**src/rtl/sw_mem_pkg.sv**
```systemverilog
package sw_mem_pkg;
  localparam logic [7:0] OP_READ   = 8'h69;
  localparam logic [7:0] OP_WRITE  = 8'h6C;
  localparam logic [7:0] OP_COPY   = 8'h48;
  localparam logic [7:0] OP_RECALL = 8'hB8;
  localparam logic [7:0] OP_LOCK   = 8'h6A;

  typedef enum logic [2:0] {
    ST_IDLE, ST_ADDR, ST_READ, ST_WRITE, ST_ISSUE, ST_HALT
  } fnState_t;

  // control -> datapath strobes
  typedef struct packed {
    logic loadAddr;
    logic stepBit;
    logic stepByte;
    logic rdActive;
  } dpCmd_t;
endpackage

```
**src/rtl/sw_mem_ctrl.sv**
```systemverilog
module sw_mem_ctrl
  import sw_mem_pkg::*;
(
  input  logic       clk,
  input  logic       rstN,
  input  logic [7:0] rxByte,
  input  logic       rxValid,
  input  logic       busReset,
  input  logic       txReq,
  input  logic       memWrProt,
  input  logic       addrAtTop,
  output dpCmd_t     cmd,
  output logic       memWrEn,
  output logic       nvCopy,
  output logic       nvRecall,
  output logic       nvLock
);
  fnState_t state, nextState;
  logic [7:0] opcode;
  logic opKnown;

  always_comb begin
    opKnown = (rxByte == OP_READ) || (rxByte == OP_WRITE) || (rxByte == OP_COPY) ||
              (rxByte == OP_RECALL) || (rxByte == OP_LOCK);
  end

  always_comb begin
    nextState = state;
    cmd       = '0;
    memWrEn   = 1'b0;
    nvCopy    = 1'b0;
    nvRecall  = 1'b0;
    nvLock    = 1'b0;
    if (busReset) begin
      nextState = ST_IDLE;
    end else begin
      case (state)
        ST_IDLE: if (rxValid) nextState = opKnown ? ST_ADDR : ST_HALT;
        ST_ADDR: if (rxValid) begin
          cmd.loadAddr = 1'b1;
          if (opcode == OP_READ)       nextState = ST_READ;
          else if (opcode == OP_WRITE) nextState = ST_WRITE;
          else                         nextState = ST_ISSUE;
        end
        ST_READ: begin
          cmd.rdActive = 1'b1;
          cmd.stepBit  = txReq;
        end
        ST_WRITE: if (rxValid) begin
          cmd.stepByte = 1'b1;
          memWrEn      = !memWrProt;
          if (addrAtTop) nextState = ST_HALT;
        end
        ST_ISSUE: begin
          nvCopy    = (opcode == OP_COPY);
          nvRecall  = (opcode == OP_RECALL);
          nvLock    = (opcode == OP_LOCK);
          nextState = ST_HALT;
        end
        default: nextState = state;
      endcase
    end
  end

  always_ff @(posedge clk or negedge rstN) begin
    if (!rstN) begin
      state  <= ST_IDLE;
      opcode <= '0;
    end else begin
      state <= nextState;
      if (state == ST_IDLE && rxValid && !busReset) opcode <= rxByte;
    end
  end
endmodule

```
**src/rtl/sw_mem_dp.sv**
```systemverilog
module sw_mem_dp
  import sw_mem_pkg::*;
#(
  parameter int ADDR_W   = 8,
  parameter int BLK_LOG2 = 4
) (
  input  logic                       clk,
  input  logic                       rstN,
  input  dpCmd_t                     cmd,
  input  logic [7:0]                 rxByte,
  input  logic [7:0]                 memRdData,
  output logic                       txBit,
  output logic                       addrAtTop,
  output logic [ADDR_W-1:0]          memAddr,
  output logic [7:0]                 memWrData,
  output logic [ADDR_W-BLK_LOG2-1:0] nvBlock
);
  localparam logic [ADDR_W-1:0] TOP_ADDR = {ADDR_W{1'b1}};
  localparam logic [ADDR_W-1:0] ONE      = {{(ADDR_W-1){1'b0}}, 1'b1};

  logic [ADDR_W-1:0] addrReg;
  logic [2:0]        bitIdx;
  logic              pastEnd;

  always_ff @(posedge clk or negedge rstN) begin
    if (!rstN) begin
      addrReg <= '0;
      bitIdx  <= '0;
      pastEnd <= 1'b0;
    end else if (cmd.loadAddr) begin
      addrReg <= rxByte[ADDR_W-1:0];
      bitIdx  <= '0;
      pastEnd <= 1'b0;
    end else if (cmd.stepByte) begin
      addrReg <= addrReg + ONE;
    end else if (cmd.stepBit) begin
      bitIdx <= bitIdx + 3'd1;
      if (bitIdx == 3'd7) begin
        addrReg <= addrReg + ONE;
        if (addrReg == TOP_ADDR) pastEnd <= 1'b1;
      end
    end
  end

  assign addrAtTop = (addrReg == TOP_ADDR);
  assign memAddr   = addrReg;
  assign memWrData = rxByte;
  assign nvBlock   = addrReg[ADDR_W-1:BLK_LOG2];
  assign txBit     = cmd.rdActive ? (pastEnd | memRdData[bitIdx]) : 1'b1;
endmodule

```
**src/rtl/sw_mem_handler.sv**
```systemverilog
module sw_mem_handler
  import sw_mem_pkg::*;
#(
  parameter int ADDR_W   = 8,
  parameter int BLK_LOG2 = 4
) (
  input  logic                       clk,
  input  logic                       rstN,
  input  logic [7:0]                 rxByte,
  input  logic                       rxValid,
  input  logic                       busReset,
  input  logic                       txReq,
  output logic                       txBit,
  output logic [ADDR_W-1:0]          memAddr,
  input  logic [7:0]                 memRdData,
  output logic                       memWrEn,
  output logic [7:0]                 memWrData,
  input  logic                       memWrProt,
  output logic                       nvCopy,
  output logic                       nvRecall,
  output logic                       nvLock,
  output logic [ADDR_W-BLK_LOG2-1:0] nvBlock
);
  dpCmd_t cmd;
  logic   addrAtTop;

  sw_mem_ctrl u_ctrl (
    .clk(clk), .rstN(rstN), .rxByte(rxByte), .rxValid(rxValid),
    .busReset(busReset), .txReq(txReq), .memWrProt(memWrProt),
    .addrAtTop(addrAtTop), .cmd(cmd), .memWrEn(memWrEn),
    .nvCopy(nvCopy), .nvRecall(nvRecall), .nvLock(nvLock)
  );

  sw_mem_dp #(.ADDR_W(ADDR_W), .BLK_LOG2(BLK_LOG2)) u_dp (
    .clk(clk), .rstN(rstN), .cmd(cmd), .rxByte(rxByte),
    .memRdData(memRdData), .txBit(txBit), .addrAtTop(addrAtTop),
    .memAddr(memAddr), .memWrData(memWrData), .nvBlock(nvBlock)
  );
endmodule

```
**config.mk**
```make
export PLATFORM = sky130hd
export DESIGN_NAME = sw_mem_handler
export DESIGN_NICKNAME = d
export VERILOG_FILES = /design/src/rtl/sw_mem_pkg.sv /design/src/rtl/sw_mem_ctrl.sv /design/src/rtl/sw_mem_dp.sv /design/src/rtl/sw_mem_handler.sv
export SDC_FILE = /design/constraint.sdc
export NUM_CORES = 1
export LEC_CHECK = 0
export BUFFER_PORTS_ARGS = -buffer_cell sky130_fd_sc_hd__buf_2
export CAP_MARGIN = 20
export CORE_ASPECT_RATIO = 1.4
export CORE_MARGIN = 5
export CORE_UTILIZATION = 51
export CTS_CLUSTER_SIZE = 20
export DETAILED_ROUTE_END_ITERATION = 16
export GPL_TIMING_DRIVEN = 0
export PLACE_DENSITY = 0.76
export SYNTH_ARGS = -nofsm -noshare
export SYNTH_HDL_FRONTEND = slang
export SYNTH_SLANG_ARGS = --single-unit
```
**constraint.sdc**
```tcl
create_clock -name clk -period 1.9 [get_ports clk]
set_clock_uncertainty 0.05 [all_clocks]
set_input_delay 0 -clock clk [delete_from_list [all_inputs] [get_ports clk]]
set_output_delay 0 -clock clk [all_outputs]
set_load 0.05 [all_outputs]
```
==> qor.txt, run 1 <==
number of flops mapped to enable cells by yosys: 0
DRT met1 WL: 1.55 mm
Comb pwr share: 0.480
asr flop ratio synth: 1.00
maxcap violations: 0
Net Count, Synth: 183
Layout Nets: 240
post-synthesis register bit count: 23
hold crit path type: in -> reg
Seq pwr share: 0.373
CTS tree: done
number of global-route vias before repair: 1433
CP max FO: 10
share of cells above drive strength 1: 0.467
CTS root buf: clkbuf_8
uppermost layer routed: met4
core region area: 0.00291 mm2
largest net degree at the start of global routing: 24
WL met2: 2.23 mm
htree depth: 1
Synthesis Warnings: 0
CP startpoint kind: flip-flop
sequence of cells on the critical path: clkbuf_1, nand3b_1, mux2_2
fin crit period: 1860 ps
Total Neg Setup Slack: 0 ps
syn_area_per_cell: 9.88 um2
CTS max path bufs: 2
Leakage: 0.000926 uW
routability congestion estimate: 0.835
CTS Sinks: 23
Net Sw Power: 985 uW
worst slew pin tran: 520 ps
Clock power frac: 0.147
antenna violations before repair: 0
relative slew slack: 0.654
switch share: 0.462
Slew Viols, Final: 0
Die X-Extent: 56.8 um
CTS clock-pin slew for the worst setup and hold paths: 80 ps
Die ar.: 0.00428 mm2
Fillers: 248
Max VDD drop: 0.807 mV
Starting Density: 0.537
DR WL/cell: 16.3 um
Total Wirelength: 4.08 mm
post-DP HPWL: 3.09 mm
WP data required: 2010 ps
post-synth cell types: 48
most frequent cells in the layout: buf_2 (45), dfrtp_1 (19), buf_4 (17), nor2_1 (15), nand2_1 (13)
critical path buffer and inverter count: 1
Num CTS Buffers: 3
Routed met3 length: 253 um
clock latency on the worst-skew pair: 270 ps
Setup-failing EPs final: 0
first-pass GRT wire length: 6.79 mm
maximum clock frequency: 536 MHz
CP max stage delay: 480 ps
Hold WS: 5.69 ps
Pint: 1150 uW
drt initial violations: 30
vias per cell: 5.88
Initial DRT Pass Iterations: 4
PortBufs: 46
critical path endpoint category: flip-flop
num ports: 47
Worst path slowest cell: dfrtp_1
fin crit share: 0.982
Worst EP arrival: 1970 ps
prevailing post-synth register cell: dfrtp_1
total grt overflow: 0
Final Hold Viols: 0
RSZ-0062 raised after global routing: true
chip height: 75.5 um
area delta synth->final: 28.8%
mapped cell area: 0.00156 mm2
via count: 1476
commonest non-fill, non-tap cell in the layout: buf_2
share of the yosys chip area belonging to registers: 0.369
antenna cells: 0
Largest delay share family, worst path: flip-flops
Post-Synthesis Cells: 158
Routed Antenna Nets: 0
PwrDens: 1060 mW/mm2
critical path class: reg -> reg
row count: 23
outcome: finished clean
gr usage total: 0.201
residual DRC count: 0
kinds of logic (layout without fill, tap and decap cells):
family | Yosys count | after routing | synth area share
flops | 23 | 23 | 0.369
compound gates | 31 | 31 | 0.156
simple gates | 64 | 64 | 0.232
mux | 14 | 14 | 0.113
fa+ha+maj | 4 | 4 | 0.0305
xor+xnor | 2 | 2 | 0.0112
buf+inv | 20 | 76 | 0.0881
through the flow:
stage	setup slack (ps)	cell area, um2	util	cells	total power (uW)
final	35.1	2010	0.692	251	2130
after global routing	-60.2	2010	0.692	251	2260
after CTS	33.5	1970	0.677	249	2110
after detailed placement	-34.2	1870	0.644	241	1790
after global placement	36.5	1870	0.644	241	1760
after floorplan	7.91	1590	-	158	1540
sequential cells by signal, summed over array words and instances, names as in the netlist:
signal	flops
u_dp.memAddr	8
u_ctrl.opcode	8
u_ctrl.state	3
u_dp.bitIdx	3
u_dp.pastEnd	1
per-layer routing:
| layer | GRT usage | up-vias |
|---|---|---|
| met4 | 0.0670 | 0 |
| met2 | 0.383 | 58 |
| met3 | 0.0356 | 7 |
| li1 | - | 690 |
| met5 | 0 | - |
| met1 | 0.228 | 721 |
worst register-to-register path: stages (launching register included):
cell,delay (ps)
dfrtp_1,480
clkbuf_1,430
nand3b_1,410
mux2_2,390
final cells by class:
type                            count  area, um2  area share
Buffer                             18        134      0.0666
Timing Repair Buffer               52        293       0.146
Multi-Input combinational cell    115        903       0.449
Inverter                            2       7.51     0.00373
Tap cell                           37       46.3      0.0230
Sequential cell                    23        581       0.289
Clock buffer                        3       41.3      0.0205
Clock inverter                      1       5.00     0.00249
power by group through the flow:
stage,Sequential (uW),Clock (uW),Combinational (uW)
floorplan,1010,0,533
global route,823,336,1100
finish,796,314,1020
global placement,794,0,963
CTS,795,316,998
detailed placement,804,0,988
synthesized netlist by cell type, types with 4 or more instances:
master    instances  area share
dfrtp_1          23        0.37
nor2_1           16       0.038
buf_4            14       0.067
nand2_1          13       0.031
mux2_2            9       0.065
a21oi_1           7       0.022
nand2b_1          4       0.016
nand3_1           4       0.013
nor4_1            4       0.016
o21ai_0           4       0.013
worst paths after layout:
check	slack, ps	end	from	depth (start not counted)
min in group asynchronous	170	u_dp.memAddr[7]	rstN	2
min	6	u_ctrl.opcode[5]	rxByte[5]	2
max	40	u_ctrl.opcode[2]	u_ctrl.state[1]	3
max reg2reg	40	u_ctrl.opcode[2]	u_ctrl.state[1]	3
max in group asynchronous	1250	u_dp.memAddr[0]	rstN	2
min reg2reg	440	u_dp.pastEnd	u_dp.pastEnd	2
timing repair:
action                                  4_1_cts  5_1_grt
endpoints found under the hold margin        28        0
buffers inserted                              0        2
pin swaps                                     1        1
hold buffers                                  4        0
endpoints found under the setup margin        4       10
resized for setup                             3        7
Note: power is estimated with default switching activity, not from simulation.
==> run 2: changes to the inputs <==
--- a/config.mk
+++ b/config.mk
@@ -8,8 +8,9 @@
 export BUFFER_PORTS_ARGS = -buffer_cell sky130_fd_sc_hd__buf_2
 export CAP_MARGIN = 20
 export CORE_ASPECT_RATIO = 1.4
-export CORE_MARGIN = 5
+export CORE_MARGIN = 1.5
 export CORE_UTILIZATION = 51
+export CTS_BUF_LIST = sky130_fd_sc_hd__clkbuf_16
 export CTS_CLUSTER_SIZE = 20
 export DETAILED_ROUTE_END_ITERATION = 16
 export GPL_TIMING_DRIVEN = 0
==> qor.txt, run 2 (same netlist as run 1, synthesis figures left out) <==
Die ar.: 0.00341 mm2 (was 0.00428 mm2)
CP dominant cell by count: and4_4
CTS max path bufs: 2 (unchanged)
Clock power frac: 0.198 (was 0.147)
chip height: 68.5 um (was 75.5 um)
placed standard-cell area: 0.00187 mm2 (unchanged)
PortBufs: 46 (unchanged)
Setup-failing EPs final: 0 (unchanged)
commonest non-fill, non-tap cell in the layout: buf_2 (unchanged)
antenna cells: 0 (unchanged)
clock latency on the worst-skew pair: 260 ps (was 270 ps)
critical path endpoint category: flip-flop (unchanged)
Comb pwr share: 0.448 (was 0.480)
relative slew slack: 0.636 (was 0.654)
routability congestion estimate: 0.804 (was 0.835)
gr usage total: 0.249 (was 0.201)
switch share: 0.435 (was 0.462)
maximum clock frequency: 555 MHz (was 536 MHz)
Net Sw Power: 983 uW (was 985 uW)
CTS clock-pin slew for the worst setup and hold paths: 60 ps (was 80 ps)
hold crit path type: in -> reg (unchanged)
num ports: 47 (unchanged)
vias per cell: 5.75 (was 5.88)
Slew Viols, Final: 0 (unchanged)
row count: 23 (unchanged)
maxcap violations: 0 (unchanged)
Overall Power: 2260 uW (was 2130 uW)
critical path class: reg -> reg (unchanged)
PwrDens: 1130 mW/mm2 (was 1060 mW/mm2)
total grt overflow: 0 (unchanged)
CP max FO: 5 (was 10)
Max VDD drop: 0.914 mV (was 0.807 mV)
design area: 0.00201 mm2 (about the same)
post-layout util: 0.697 (was 0.692)
Layout Nets: 237 (was 240)
via count: 1427 (was 1476)
CTS tree: done (unchanged)
DR WL/cell: 15.8 um (was 16.3 um)
drt initial violations: 34 (was 30)
Pint: 1280 uW (was 1150 uW)
Leakage: 0.000932 uW (was 0.000926 uW)
area delta synth->final: 28.5% (was 28.8%)
Starting Density: 0.543 (was 0.537)
CTS Sinks: 23 (unchanged)
Die X-Extent: 49.8 um (was 56.8 um)
WP data required: 2030 ps (was 2010 ps)
worst slew pin tran: 546 ps (was 520 ps)
number of global-route vias before repair: 1477 (was 1433)
largest net degree at the start of global routing: 24 (unchanged)
Worst path slowest cell: dfrtp_2 (was dfrtp_1)
Worst EP arrival: 1940 ps (was 1970 ps)
Num CTS Buffers: 3 (unchanged)
Initial DRT Pass Iterations: 4 (unchanged)
final non-filler cell total: 248 (was 251)
post-DP HPWL: 2.95 mm (was 3.09 mm)
first-pass GRT wire length: 6.46 mm (was 6.79 mm)
CP startpoint kind: flip-flop (unchanged)
outcome: finished clean (unchanged)
Routed Antenna Nets: 0 (unchanged)
Seq pwr share: 0.354 (was 0.373)
share of cells above drive strength 1: 0.469 (was 0.467)
core region area: 0.00288 mm2 (was 0.00291 mm2)
placed cell count: 241 (unchanged)
antenna violations before repair: 0 (unchanged)
Total Neg Setup Slack: 0 ps (unchanged)
most frequent cells in the layout: buf_2 (46), dfrtp_1 (19), buf_4 (16), nor2_1 (15), nand2_1 (13) (was buf_2 (45), dfrtp_1 (19), buf_4 (17), nor2_1 (15), nand2_1 (13))
sequence of cells on the critical path: ha_4, and4_4, and4_4, a41oi_4, a311o_1, a21oi_2 (was clkbuf_1, nand3b_1, mux2_2)
residual DRC count: 0 (unchanged)
fin crit share: 0.948 (was 0.982)
CTS root buf: clkbuf_16 (was clkbuf_8)
fin crit period: 1800 ps (was 1860 ps)
htree depth: 1 (unchanged)
Total Wirelength: 3.91 mm (was 4.08 mm)
CP max stage delay: 410 ps (was 480 ps)
Final Hold Viols: 0 (unchanged)
RSZ-0062 raised after global routing: false (was true)
==> run 2: cell types whose count changed in the layout (fill, tap and decap cells not counted) <==
cell,change
clkbuf_16,+3
clkbuf_8,-3
dlygate4sd3_1,-2
and4bb_2,+1
and4bb_4,-1
buf_2,+1
buf_4,-1
buf_6,-1
clkbuf_1,-1
clkbuf_2,+1
clkinv_2,-1
inv_1,+1
==> run 2: critical path, delay by kind of cell, from the launching register on <==
family | cells | cell delay (ps)
AO/OA/AOI/OAI | 3 | 580
AND/OR/NAND/NOR | 2 | 530
flip-flops | 1 | 410
adder cells (fa/ha/maj) | 1 | 160
==> run 2: layout make-up <==
cell class | count | area, um2
buffer | 18 | 131
sequential | 23 | 581
fill | 247 | 871
multi-input combinational | 115 | 900
clock buffer | 3 | 75.1
inverter | 2 | 7.51
clock inverter | 1 | 3.75
tap | 37 | 46.3
timing repair buffer | 49 | 263
==> run 2: stage by stage <==
stage	hold slack [ps]	setup slack, ps
finish	3.63	98.0
global route	7.77	9.17
CTS	5.41	14.9
detailed placement	-38.0	32.5
global placement	-53.4	25.2
floorplan	-346	7.91
==> run 2: worst paths after layout <==
check | end | slack (ps) | start | cells after the start
min | u_ctrl.opcode[3] | 4 | rxByte[3] | 2
min in group asynchronous | u_dp.memAddr[6] | 210 | rstN | 2
max in group asynchronous | u_dp.memAddr[3] | 1190 | rstN | 2
max | u_ctrl.state[2] | 100 | u_dp.memAddr[0] | 6
max reg2reg | u_ctrl.state[2] | 100 | u_dp.memAddr[0] | 6
min reg2reg | u_dp.pastEnd | 460 | u_dp.pastEnd | 2
==> run 2: per-layer routing <==
metal  track usage  routed length [um]  up-vias
met5             0                   0        -
met4         0.104                  65        0
met3        0.0284                 153        7
met2         0.485                2140       52
met1         0.271                1550      686
li1              -                   -      682
==> run 2: power groups by stage <==
stage / Combinational [uW] / Clock, uW / Sequential (uW)
after floorplan: 533 / 0 / 1010
after global placement: 963 / 0 / 796
after detailed placement: 985 / 0 / 808
after CTS: 992 / 454 / 800
after global routing: 1080 / 476 / 828
final: 1010 / 449 / 801
==> run 2: what timing repair did <==
action,4_1_cts,5_1_grt
hold endpoints to repair,26,0
hold buffers,2,0
gates resized for setup,2,6
endpoints found under the setup margin,2,11
cloned,0,0
buffers inserted,0,1
==> run 3: changes to the inputs <==
--- a/config.mk
+++ b/config.mk
@@ -7,7 +7,7 @@
 export LEC_CHECK = 0
 export BUFFER_PORTS_ARGS = -buffer_cell sky130_fd_sc_hd__buf_2
 export CAP_MARGIN = 20
-export CORE_ASPECT_RATIO = 1.4
+export CORE_ASPECT_RATIO = 0.7
 export CORE_MARGIN = 1.5
 export CORE_UTILIZATION = 51
 export CTS_BUF_LIST = sky130_fd_sc_hd__clkbuf_16
==> qor.txt, run 3 (same netlist as run 1, synthesis figures left out) <==
routing usage on met2: 0.397 (was 0.485)
fin crit share: 0.972 (was 0.948)
routability congestion estimate: 0.904 (was 0.804)
number of global-route vias before repair: 1356 (was 1477)
hold crit path type: in -> reg (unchanged)
antenna violations before repair: 0 (unchanged)
Layout Nets: 238 (was 237)
Total Neg Setup Slack: 0 ps (unchanged)
critical path endpoint category: flip-flop (unchanged)
CTS max path bufs: 2 (unchanged)
share of cells above drive strength 1: 0.472 (was 0.469)
chip height: 49.3 um (was 68.5 um)
Clock power frac: 0.205 (was 0.198)
DR WL/cell: 15.6 um (was 15.8 um)
Initial DRT Pass Iterations: 4 (unchanged)
core region area: 0.00286 mm2 (was 0.00288 mm2)
Num CTS Buffers: 3 (unchanged)
Leakage: 0.000937 uW (was 0.000932 uW)
gr usage total: 0.236 (was 0.249)
CTS root buf: clkbuf_16 (unchanged)
area delta synth->final: 30.5% (was 28.5%)
PwrDens: 1120 mW/mm2 (was 1130 mW/mm2)
Total Wirelength: 3.86 mm (was 3.91 mm)
critical path class: reg -> reg (unchanged)
maxcap violations: 0 (unchanged)
first-pass GRT wire length: 6.37 mm (was 6.46 mm)
outcome: finished clean (unchanged)
num ports: 47 (unchanged)
CP max FO: 5 (unchanged)
post-DP HPWL: 2.86 mm (was 2.95 mm)
Final Hold Viols: 0 (unchanged)
clock latency on the worst-skew pair: 260 ps (about the same)
largest net degree at the start of global routing: 24 (unchanged)
Die ar.: 0.00341 mm2 (about the same)
Slew Viols, Final: 0 (unchanged)
pre-CTS WS: 15.3 ps (was 32.5 ps)
most frequent cells in the layout: buf_2 (45), dfrtp_1 (19), nor2_1 (15), buf_4 (15), nand2_1 (13) (was buf_2 (46), dfrtp_1 (19), buf_4 (16), nor2_1 (15), nand2_1 (13))
final non-filler cell total: 248 (unchanged)
Starting Density: 0.545 (was 0.543)
sequence of cells on the critical path: ha_4, and4_4, and4_4, a41oi_4, a311o_1, a21oi_2 (unchanged)
Worst path slowest cell: dfrtp_2 (unchanged)
relative slew slack: 0.642 (was 0.636)
register area: 581 um2 (unchanged)
Hold WS: 20.9 ps (was 3.63 ps)
CP startpoint kind: flip-flop (unchanged)
vias per cell: 5.76 (was 5.75)
maximum clock frequency: 541 MHz (was 555 MHz)
WP data required: 2050 ps (was 2030 ps)
CTS Sinks: 23 (unchanged)
Setup-failing EPs final: 0 (unchanged)
PortBufs: 46 (unchanged)
worst slew pin tran: 537 ps (was 546 ps)
CTS tree: done (unchanged)
residual DRC count: 0 (unchanged)
antenna cells: 0 (unchanged)
Routed Antenna Nets: 0 (unchanged)
fin crit period: 1850 ps (was 1800 ps)
Fillers: 230 (was 247)
most used routing layer: met2 (unchanged)
Net Sw Power: 1000 uW (was 983 uW)
CP max stage delay: 410 ps (about the same)
total grt overflow: 0 (unchanged)
RSZ-0062 raised after global routing: true (was false)
Max VDD drop: 0.823 mV (was 0.914 mV)
area of the multi-input gates: 913 um2 (was 900 um2)
via count: 1429 (was 1427)
Comb pwr share: 0.442 (was 0.448)
row count: 16 (was 23)
Worst EP arrival: 1990 ps (was 1940 ps)
placed cell count: 240 (was 241)
switch share: 0.441 (was 0.435)
CTS clock-pin slew for the worst setup and hold paths: 60 ps (about the same)
htree depth: 1 (unchanged)
GR Util met1: 0.306 (was 0.271)
Pint: 1270 uW (was 1280 uW)
drt initial violations: 87 (was 34)
Seq pwr share: 0.353 (was 0.354)
Die X-Extent: 69.1 um (was 49.8 um)
CP dominant cell by count: and4_4 (unchanged)
min setup slack post-route: 52.4 ps (was 98.0 ps)
commonest non-fill, non-tap cell in the layout: buf_2 (unchanged)
M3 GR Usage: 0.0661 (was 0.0284)
## run 3: repair_timing
action | CTS | global route
hold buffers | 4 | 0
resized for setup | 3 | 10
endpoints found under the hold margin | 28 | 0
pin swaps | 1 | 1
setup buffers | 0 | 0
cloned | 0 | 0
endpoints found under the setup margin | 4 | 12
## run 3: final cells by class
cell class,instances,share of cell area
flip-flops and latches,23,0.285
inverters,2,0.00368
repair buffers,50,0.138
well taps,36,0.0221
clock buffers,3,0.0368
clock inverters,1,0.00184
multi-input cells,115,0.448
plain buffers,18,0.0645
## run 3: through the flow
step                       util  power, uW  area [um2]
after global routing      0.712       2400        2040
final                     0.712       2270        2040
after detailed placement  0.653       1790        1870
after global placement    0.653       1760        1870
after floorplan               -       1540        1590
after CTS                 0.698       2270        2000
## run 3: critical path: cells and delay by family, from the launching register on
kind	cells	cell delay, ps
DFF	1	410
and+or+nand+nor	2	530
adders and majority gates	1	160
AOI/OAI and AO/OA	3	630
## run 3: final timing paths
path / slack [ps] / depth (start not counted) / from / endpoint
worst max-delay path: 50 / 6 / u_dp.memAddr[0] / u_ctrl.state[2]
worst min-delay path: 20 / 2 / rxByte[2] / u_ctrl.opcode[2]
worst max register to register: 50 / 6 / u_dp.memAddr[0] / u_ctrl.state[2]
worst min register to register: 490 / 2 / u_dp.pastEnd / u_dp.pastEnd
max in group asynchronous: 1210 / 2 / rstN / u_dp.memAddr[4]
min in group asynchronous: 200 / 2 / rstN / u_ctrl.state[1]
## run 3: routing by layer
layer	routed length [um]	up-vias
met1	1740	691
met2	1850	50
met3	252	3
li1	-	685
met4	27	0
met5	0	-
## run 3: power groups by stage
stage	clock (uW)	combinational [uW]	sequential (uW)
after global routing	494	1080	830
after global placement	0	962	799
after floorplan	0	533	1010
after CTS	477	995	797
final	466	1000	804
after detailed placement	0	984	805
